===== config.mk =====
export PLATFORM = sky130hd
export DESIGN_NAME = cu_selfinv_ctrl
export DESIGN_NICKNAME = d
export VERILOG_FILES = /design/src/rtl/cu_pkg.sv /design/src/rtl/cu_line_slot.sv /design/src/rtl/cu_evt_encode.sv /design/src/rtl/cu_selfinv_ctrl.sv
export SDC_FILE = /design/constraint.sdc
export NUM_CORES = 1
export LEC_CHECK = 0
export BUFFER_PORTS_ARGS = -buffer_cell sky130_fd_sc_hd__buf_2
export CORE_ASPECT_RATIO = 1.5
export CORE_MARGIN = 10
export CORE_UTILIZATION = 54
export DETAILED_ROUTE_END_ITERATION = 16
export PLACE_DENSITY = 0.72
export SLEW_MARGIN = 20
export SYNTH_ARGS = -nofsm -noshare
export SYNTH_HDL_FRONTEND = slang
export SYNTH_SLANG_ARGS = --single-unit

===== constraint.sdc =====
create_clock -name clk -period 3.72 [get_ports clk]
set_input_delay 0.372 -clock clk [delete_from_list [all_inputs] [get_ports clk]]
set_output_delay 0.372 -clock clk [all_outputs]
set_load 0.02 [all_outputs]

===== src/rtl/cu_pkg.sv =====
package cu_pkg;

  // Count after one update: a reference in the same cycle clears first.
  // The result saturates at the limit.
  function automatic int unsigned cu_next_count(input int unsigned cur,
                                                input bit ref_seen,
                                                input int unsigned limit);
    int unsigned base;
    base = ref_seen ? 0 : cur;
    return (base + 1 >= limit) ? limit : base + 1;
  endfunction

endpackage


===== src/rtl/cu_line_slot.sv =====
module cu_line_slot #(
  parameter int THRESH = 4,
  localparam int CNT_W = $clog2(THRESH + 1)
) (
  input  logic clk,
  input  logic rst_n,
  input  logic fill_hit,
  input  logic ref_hit,
  input  logic upd_hit,
  output logic thresh_hit,
  output logic drop_miss_hit
);
  import cu_pkg::*;

  logic             valid_q;
  logic             dropped_q;
  logic [CNT_W-1:0] cnt_q;
  int unsigned      nxt_cnt;

  always_comb begin
    nxt_cnt       = cu_next_count(32'(cnt_q), ref_hit, THRESH);
    thresh_hit    = upd_hit & valid_q & ~fill_hit & (nxt_cnt == THRESH);
    drop_miss_hit = ref_hit & ~valid_q & dropped_q & ~fill_hit;
  end

  always_ff @(posedge clk) begin
    if (!rst_n) begin
      valid_q   <= 1'b0;
      dropped_q <= 1'b0;
      cnt_q     <= '0;
    end else if (fill_hit) begin
      valid_q   <= 1'b1;
      dropped_q <= 1'b0;
      cnt_q     <= '0;
    end else if (thresh_hit) begin
      valid_q   <= 1'b0;
      dropped_q <= 1'b1;
      cnt_q     <= '0;
    end else if (valid_q) begin
      if (upd_hit)      cnt_q <= nxt_cnt[CNT_W-1:0];
      else if (ref_hit) cnt_q <= '0;
    end
  end


  cnt_bound_chk: assert property (@(posedge clk) disable iff (!rst_n)
    cnt_q < CNT_W'(THRESH));


  ref_clear_chk: assert property (@(posedge clk) disable iff (!rst_n)
    (ref_hit && !upd_hit && !fill_hit && valid_q) |=> (cnt_q == '0));


  invalid_hold_chk: assert property (@(posedge clk) disable iff (!rst_n)
    (!valid_q && !fill_hit) |=> ($stable(cnt_q) && !valid_q));


  fall_cause_chk: assert property (@(posedge clk) disable iff (!rst_n)
    $fell(valid_q) |-> $past(upd_hit));


  fill_clear_chk: assert property (@(posedge clk) disable iff (!rst_n)
    fill_hit |=> (valid_q && cnt_q == '0 && !dropped_q));

endmodule


===== src/rtl/cu_evt_encode.sv =====
module cu_evt_encode #(
  parameter int LINES = 16,
  localparam int IDX_W = $clog2(LINES)
) (
  input  logic [LINES-1:0] hit_vec,
  output logic             any_hit,
  output logic [IDX_W-1:0] hit_idx
);
  always_comb begin
    any_hit = |hit_vec;
    hit_idx = '0;
    for (int i = 0; i < LINES; i++) begin
      if (hit_vec[i]) hit_idx = hit_idx | IDX_W'(i);
    end
  end
endmodule


===== src/rtl/cu_selfinv_ctrl.sv =====
module cu_selfinv_ctrl #(
  parameter int LINES  = 16,
  parameter int THRESH = 4,
  localparam int IDX_W = $clog2(LINES)
) (
  input  logic             clk,
  input  logic             rst_n,
  input  logic             fill_vld,
  input  logic [IDX_W-1:0] fill_line,
  input  logic             ref_vld,
  input  logic [IDX_W-1:0] ref_line,
  input  logic             upd_vld,
  input  logic [IDX_W-1:0] upd_line,
  output logic             upd_ack_o,
  output logic             inv_o,
  output logic             drop_req_o,
  output logic [IDX_W-1:0] evt_line_o,
  output logic             drop_miss_o,
  output logic [IDX_W-1:0] miss_line_o
);
  logic [LINES-1:0] thresh_vec;
  logic [LINES-1:0] dmiss_vec;
  logic             thresh_any, dmiss_any;
  logic [IDX_W-1:0] thresh_idx, dmiss_idx;

  for (genvar g = 0; g < LINES; g++) begin : g_slot
    localparam logic [IDX_W-1:0] MY_IDX = IDX_W'(g);
    cu_line_slot #(.THRESH(THRESH)) i_slot (
      .clk          (clk),
      .rst_n        (rst_n),
      .fill_hit     (fill_vld && fill_line == MY_IDX),
      .ref_hit      (ref_vld  && ref_line  == MY_IDX),
      .upd_hit      (upd_vld  && upd_line  == MY_IDX),
      .thresh_hit   (thresh_vec[g]),
      .drop_miss_hit(dmiss_vec[g])
    );
  end

  cu_evt_encode #(.LINES(LINES)) i_thr_enc (
    .hit_vec(thresh_vec), .any_hit(thresh_any), .hit_idx(thresh_idx));
  cu_evt_encode #(.LINES(LINES)) i_miss_enc (
    .hit_vec(dmiss_vec), .any_hit(dmiss_any), .hit_idx(dmiss_idx));

  always_ff @(posedge clk) begin
    if (!rst_n) begin
      upd_ack_o   <= 1'b0;
      inv_o       <= 1'b0;
      drop_req_o  <= 1'b0;
      evt_line_o  <= '0;
      drop_miss_o <= 1'b0;
      miss_line_o <= '0;
    end else begin
      upd_ack_o   <= upd_vld;
      inv_o       <= thresh_any;
      drop_req_o  <= thresh_any;
      evt_line_o  <= thresh_any ? thresh_idx : '0;
      drop_miss_o <= dmiss_any;
      miss_line_o <= dmiss_any ? dmiss_idx : '0;
    end
  end


  one_thresh_chk: assert property (@(posedge clk) disable iff (!rst_n)
    $onehot0(thresh_vec));


  one_miss_chk: assert property (@(posedge clk) disable iff (!rst_n)
    $onehot0(dmiss_vec));


  ack_follow_chk: assert property (@(posedge clk) disable iff (!rst_n)
    upd_vld |=> upd_ack_o);


  inv_cause_chk: assert property (@(posedge clk) disable iff (!rst_n)
    inv_o |-> ($past(upd_vld) && evt_line_o == $past(upd_line)));


  miss_cause_chk: assert property (@(posedge clk) disable iff (!rst_n)
    drop_miss_o |-> ($past(ref_vld) && miss_line_o == $past(ref_line)));

endmodule


### Word-level counts from Yosys, hierarchy flattened

Cells that the tools add are included.

| operators by class | value |
|---|---|
| reduce and logical (&&, ||, !) cells | 135 |
| equal/unequal tests | 61 |
| bitwise operators | 129 |
| add/sub/neg operators | 16 |
| $lt $le $gt $ge | 16 |
| mux-type cells | 126 |

Operator list:

| operator | count |
|---|---|
| 32-bit by 1-bit adder with 32-bit output (second input constant) | 16 |
| 32-bit by 3-bit equality test with 1-bit output (second input constant) | 16 |
| 32-bit by 3-bit greater-or-equal comparator with 1-bit output (second input constant) | 16 |
| 32-bit two-way mux | 16 |
| 3-bit two-way mux | 56 |
| 1-bit AND | 96 |
| 4-bit equality test (second input constant) | 24 |
| 4-bit two-way mux | 16 |
| 2-bit nonzero test | 32 |
| 4-bit by 3-bit equality test with 1-bit output (second input constant) | 12 |
| 1-bit logical AND | 48 |
| 3-bit OR reduction | 16 |
| 2-bit AND reduction | 18 |
| 1-bit two-way mux | 34 |
| 1-bit inverter | 33 |
| 16-bit OR reduction | 2 |
| 2-bit OR reduction | 16 |
| 4-bit by 2-bit equality test with 1-bit output (second input constant) | 6 |
| 4-bit by 1-bit equality test with 1-bit output (second input constant) | 3 |
| 4-bit logical NOT | 3 |
| 2-bit two-way mux | 4 |

| storage, ports and cells | value |
|---|---|
| output and inout port bits | 12 |
| register bits | 91 |
| logic and storage cells | 536 |
| bits of input ports | 17 |

### Logic depth before layout (Yosys ltp)

| depth | value |
|---|---|
| depth in word-level cells | 23 |
| depth in mapped cells | 11 |
| depth with buffers taken out | 10 |

### Hierarchy

A second synthesis with hierarchy kept.

| second synthesis, totals | value |
|---|---|
| cell total of the unflattened synthesis | 582 |
| area, all modules | 5156.2 µm² |

Modules (own cells, without submodules):

| module | cells an instance | sequential area each (µm²) | instances | area each (µm²) |
|---|---|---|---|---|
| cu_line_slot (g_slot[0].i_slot ...) | 29 | 100.1 | 15 | 271.5 |
| cu_selfinv_ctrl | 93 | 220.2 | 1 | 649.4 |
| cu_line_slot (g_slot[9].i_slot) | 28 | 100.1 | 1 | 279.0 |
| cu_evt_encode | 13 | 0.0 | 2 | 77.6 |

### Worst setup path before layout

No wires, ideal clock.

| path | value |
|---|---|
| path kind | input port to flip-flop |
| start | input ref_line[1] |
| end | register drop_req_o |
| path buffers | 0 |
| stages on the path | 10 |
| slack | 1436 ps |
| library setup time | 135 ps |
| data required time | 3585 ps |
| arrival time | 2148 ps |
| cell sequence | nor3b_1 > nand3_1 > and2_1 > ha_1 > nand2_1 > o22ai_1 > nand4_1 > o2111ai_1 > nor4b_1 > a31oi_1 |

| on the way | value |
|---|---|
| cells in the longest elaborated chain, start to end | 9 |
| elaborated cells between the ends (all ways) | 129 |
| classes of those cells | add/sub (16); order compare (16); eq/ne (31); mux (32); bitwise (16); reduce/logical (18) |

Ends and longest elaborated chain:

| what | RTL line | text |
|---|---|---|
| start: declaration | cu_selfinv_ctrl.sv:11 | `input logic [IDX_W-1:0] ref_line,` |
| 4-bit by 1-bit equality test with 1-bit output, or another cell as far along | cu_selfinv_ctrl.sv:32 | `.ref_hit (ref_vld && ref_line == MY_IDX),` |
| 1-bit logical AND | cu_selfinv_ctrl.sv:32 |  |
| 3-bit two-way mux | cu_pkg.sv:9 | `base = ref_seen ? 0 : cur;` |
| 32-bit by 1-bit adder with 32-bit output | cu_pkg.sv:10 | `return (base + 1 >= limit) ? limit : base + 1;` |
| 32-bit by 3-bit greater-or-equal comparator with 1-bit output | cu_pkg.sv:10 |  |
| 32-bit two-way mux | cu_pkg.sv:10 |  |
| 32-bit by 3-bit equality test with 1-bit output | cu_line_slot.sv:22 | `thresh_hit = upd_hit & valid_q & ~fill_hit & (nxt_cnt == THRESH);` |
| 1-bit AND | cu_line_slot.sv:22 |  |
| 16-bit OR reduction (*) | cu_evt_encode.sv:10 | `any_hit = \|hit_vec;` |
| end signal: assignment | cu_selfinv_ctrl.sv:55 | `drop_req_o <= thresh_any;` |
| end: declaration | cu_selfinv_ctrl.sv:16 | `output logic drop_req_o,` |

Mark *: on every way between the ends. The rest lies on a longest branch, timed or not.
A chain may end at the register's enable or synchronous reset.

### Final worst setup path

| path | value |
|---|---|
| start | input ref_vld |
| end | register drop_req_o |

| on the way | value |
|---|---|
| cells in the longest elaborated chain, start to end | 8 |
| elaborated cells between the ends (all ways) | 113 |
| classes of those cells | add/sub (16); order compare (16); eq/ne (16); mux (32); bitwise (16); reduce/logical (17) |

Ends and longest elaborated chain:

| what | RTL line | text |
|---|---|---|
| start: declaration | cu_selfinv_ctrl.sv:10 | `input logic ref_vld,` |
| 1-bit logical AND | cu_selfinv_ctrl.sv:32 |  |
| 3-bit two-way mux | cu_pkg.sv:9 |  |
| 32-bit by 1-bit adder with 32-bit output | cu_pkg.sv:10 |  |
| 32-bit by 3-bit greater-or-equal comparator with 1-bit output | cu_pkg.sv:10 |  |
| 32-bit two-way mux | cu_pkg.sv:10 |  |
| 32-bit by 3-bit equality test with 1-bit output | cu_line_slot.sv:22 |  |
| 1-bit AND | cu_line_slot.sv:22 |  |
| 16-bit OR reduction (*) | cu_evt_encode.sv:10 |  |

Marks and branches as above.

==> impl_metrics.tcl <==
set metrics [dict create \
    status "complete, no violations" \
    hold_path_class "in2reg" \
    critical_path_class "in2reg" \
    wire_per_inst_um 17.8 \
    num_io_pins 29 \
    max_freq_ghz 0.348 \
    power.density_nw_per_um2 354 \
    final_net_count 748 \
    p_total_mw 2.04 \
    path_cells "buf_2 -> nor3b_1 -> nand3_1 -> and2_1 -> ha_1 -> nand2_1 -> o22ai_1 -> nand4_1 -> o2111ai_1 -> nor4b_1 -> a31oi_1" \
    fp.dieH_um 141 \
    num_rows 43 \
    post_synth_num_cell_types 64 \
    dr.pass1.iters 5 \
    max_stage_delay_ns 0.71 \
    cp_data_arrival_time_ns 3.10 \
    routabilityCongestion 0.974 \
    cts_buffers 9 \
    synth_area_leaders "dfxtp_1, nand3_1, nand2_1, nor2_1, a21oi_1" \
    nFillCells 859 \
    synth-seq-area-share_pct 34.8 \
    ys_top_cells_by_count "dfxtp_1, nand2_1, nor2_1, nand3_1, a21oi_1" \
    rrSetupSlack_ns 1.65 \
    grt_setup_unrepaired "no" \
    synth_top_area_share_pct 34.8 \
    port_buffers 28 \
    cp_top_family "simple AND/OR/NAND/NOR gates" \
    yosysWarningCount 0 \
    leakage_nw 2.24 \
    syn-num-nets 717 \
    r2r_cells 6 \
    period_share_pct 77.3 \
    ys_ff_latch 91 \
    layout-drive-gt1-share_pct 9.29 \
    synth_edf_count 0 \
    synthCells 685 \
    clock_tree.root_cell "clkbuf_16" \
    setup_tns_ns 0 \
    cts_sinks 91 \
    synth-main-ff-cell "dfxtp_1" \
    antenna_found_initial 0 \
    slew_headroom_pct 41.0 \
    dpl.hpwl_mm 11.3 \
    gr-total-overflow 0 \
    ctsResizeCount 0 \
    diodes 0 \
    finalSetupViolCount 0 \
    max_cap_viol_count 0 \
    slowest_stage "nor3b_1" \
    drv_slew 0 \
    grtUsageTotal_pct 20.7 \
    postSynthAreaPerCell_um2 7.64 \
    synth_largest_area_cell "dfxtp_1" \
    finClkSkew_ns 0.00833 \
    wl_mm 14.8 \
    min_path_cells 2 \
    grt_max_degree 34 \
    core-area_um2 9360 \
    cts.path.max_buffers 2 \
    cts_tree "yes" \
    cp.buffers_inverters 1 \
    grt_pass1_wl_mm 23.9 \
    post-synth-top-count-cell "dfxtp_1" \
    cts_setup_buffers 0 \
    die_area_um2 14100 \
    min_from "upd_vld" \
    remaining_drc_errors 0 \
    clock_latency_ns 0.35 \
    vias 5305 \
    crit_fanout 8 \
    crit_required_ns 3.95 \
    syn_area_um2 5230 \
    grt_pass1_vias 4915 \
    worst_pin_slew_ns 0.872 \
    reg2reg_to "drop_miss_o$_SDFF_PN0_" \
    hold_buffers 0 \
    synthToLayoutAreaGrowth_pct 9.95 \
    hold_viol 0 \
    postRouteAntennaNets 0 \
    worst_setup_path_start_kind "input pin" \
    cp-end-kind "register" \
    max-vdd-ir-drop_mv 0.349 \
    hold_end "upd_ack_o$_SDFF_PN0_" \
    rr_startpoint "g_slot[15].i_slot.dropped_q$_SDFFE_PP0P_" \
    cts.htree.levels 3 \
    async_flop_share_pct 0 \
    viasPerCell 6.37 \
    drtIter0Drc 381 \
    clk_pin_slew_worst_paths_ns 0.07 \
    start_util_pct 55.9 \
    fp.dieW_um 100 \
    fin_crit_ns 2.87 \
]
==> cell usage in the layout (no fill, tap or decap), types with 8 or more instances in the layout <==
cell / n
a211oi_1: 8
a21oi_1: 43
a31oi_1: 8
and2_1: 29
and3_1: 15
buf_2: 28
clkbuf_16: 9
dfxtp_1: 91
ha_1: 15
inv_1: 28
nand2_1: 77
nand2b_1: 9
nand3_1: 67
nand3b_1: 8
nand4_1: 17
nor2_1: 76
nor2b_1: 24
nor3_1: 15
o21ai_0: 32
o22ai_1: 9
==> logic make-up (layout without fill, tap and decap cells) <==
family                     count (synthesis)  in the layout  share of synthesized area (%)
adders and majority gates                 15             15                           3.59
and+or+nand+nor                          383            383                           38.4
buffers and inverters                     42             78                           3.88
DFF                                       91             91                           34.8
muxes                                      4              4                          0.766
AOI/OAI and AO/OA                        150            150                           18.5
==> metrics by stage <==
step,instance area [µm²],setup slack (ns),hold WS [ns],utilization [%],cells
after floorplan,5230,1.44,0.406,-,685
after global placement,5450,0.718,0.424,58.3,817
after detailed placement,5450,0.628,0.422,58.3,817
after CTS,5750,0.932,0.307,61.4,833
after global routing,5750,0.765,0.324,61.4,833
final,5750,0.846,0.307,61.4,833
==> flip-flops by register name, summed over array words and instances, names as in the netlist <==
name and flops:
drop_miss_o 1, drop_req_o 1, evt_line_o 4, g_slot.i_slot.cnt_q 48, g_slot.i_slot.dropped_q 16, g_slot.i_slot.valid_q 16
miss_line_o 4, upd_ack_o 1
==> cell type report <==
class                           count  area, µm²  area share, %
Multi-Input combinational cell    552       3210           55.7
Timing Repair Buffer               33        178           3.09
Inverter                           29        109           1.89
Tap cell                          112        140           2.44
Clock buffer                       12        246           4.29
Sequential cell                    91       1820           31.7
Clock inverter                      4       50.0          0.870
==> metal layers <==
metal	part of all wire, %	global-route usage, %	wire, µm	vias to the layer above
met2	48	33.7	7130	223
met5	0	0	0	-
met1	41	24.4	6010	2473
li1	-	-	-	2549
met4	4.4	11.6	659	0
met3	6.9	4.19	1020	60
==> power breakdown <==
part / switching [mW] / internal (mW)
clock network: 0.387 / 0.538
logic: 0.0904 / 0.0357
registers: 0.00596 / 0.980
total: 0.484 / 1.55
==> worst max-delay path by stage <==
stage / endpoint / cells after the start / startpoint
after global routing: drop_req_o$_SDFF_PN0_ / 11 / ref_vld
final: drop_req_o$_SDFF_PN0_ / 11 / ref_vld
after detailed placement: drop_req_o$_SDFF_PN0_ / 11 / ref_vld
after CTS: drop_req_o$_SDFF_PN0_ / 11 / ref_vld
after floorplan: drop_req_o$_SDFF_PN0_ / 10 / ref_line[1]
after global placement: drop_req_o$_SDFF_PN0_ / 11 / ref_line[1]
Note: power is estimated with default switching activity, not from simulation.
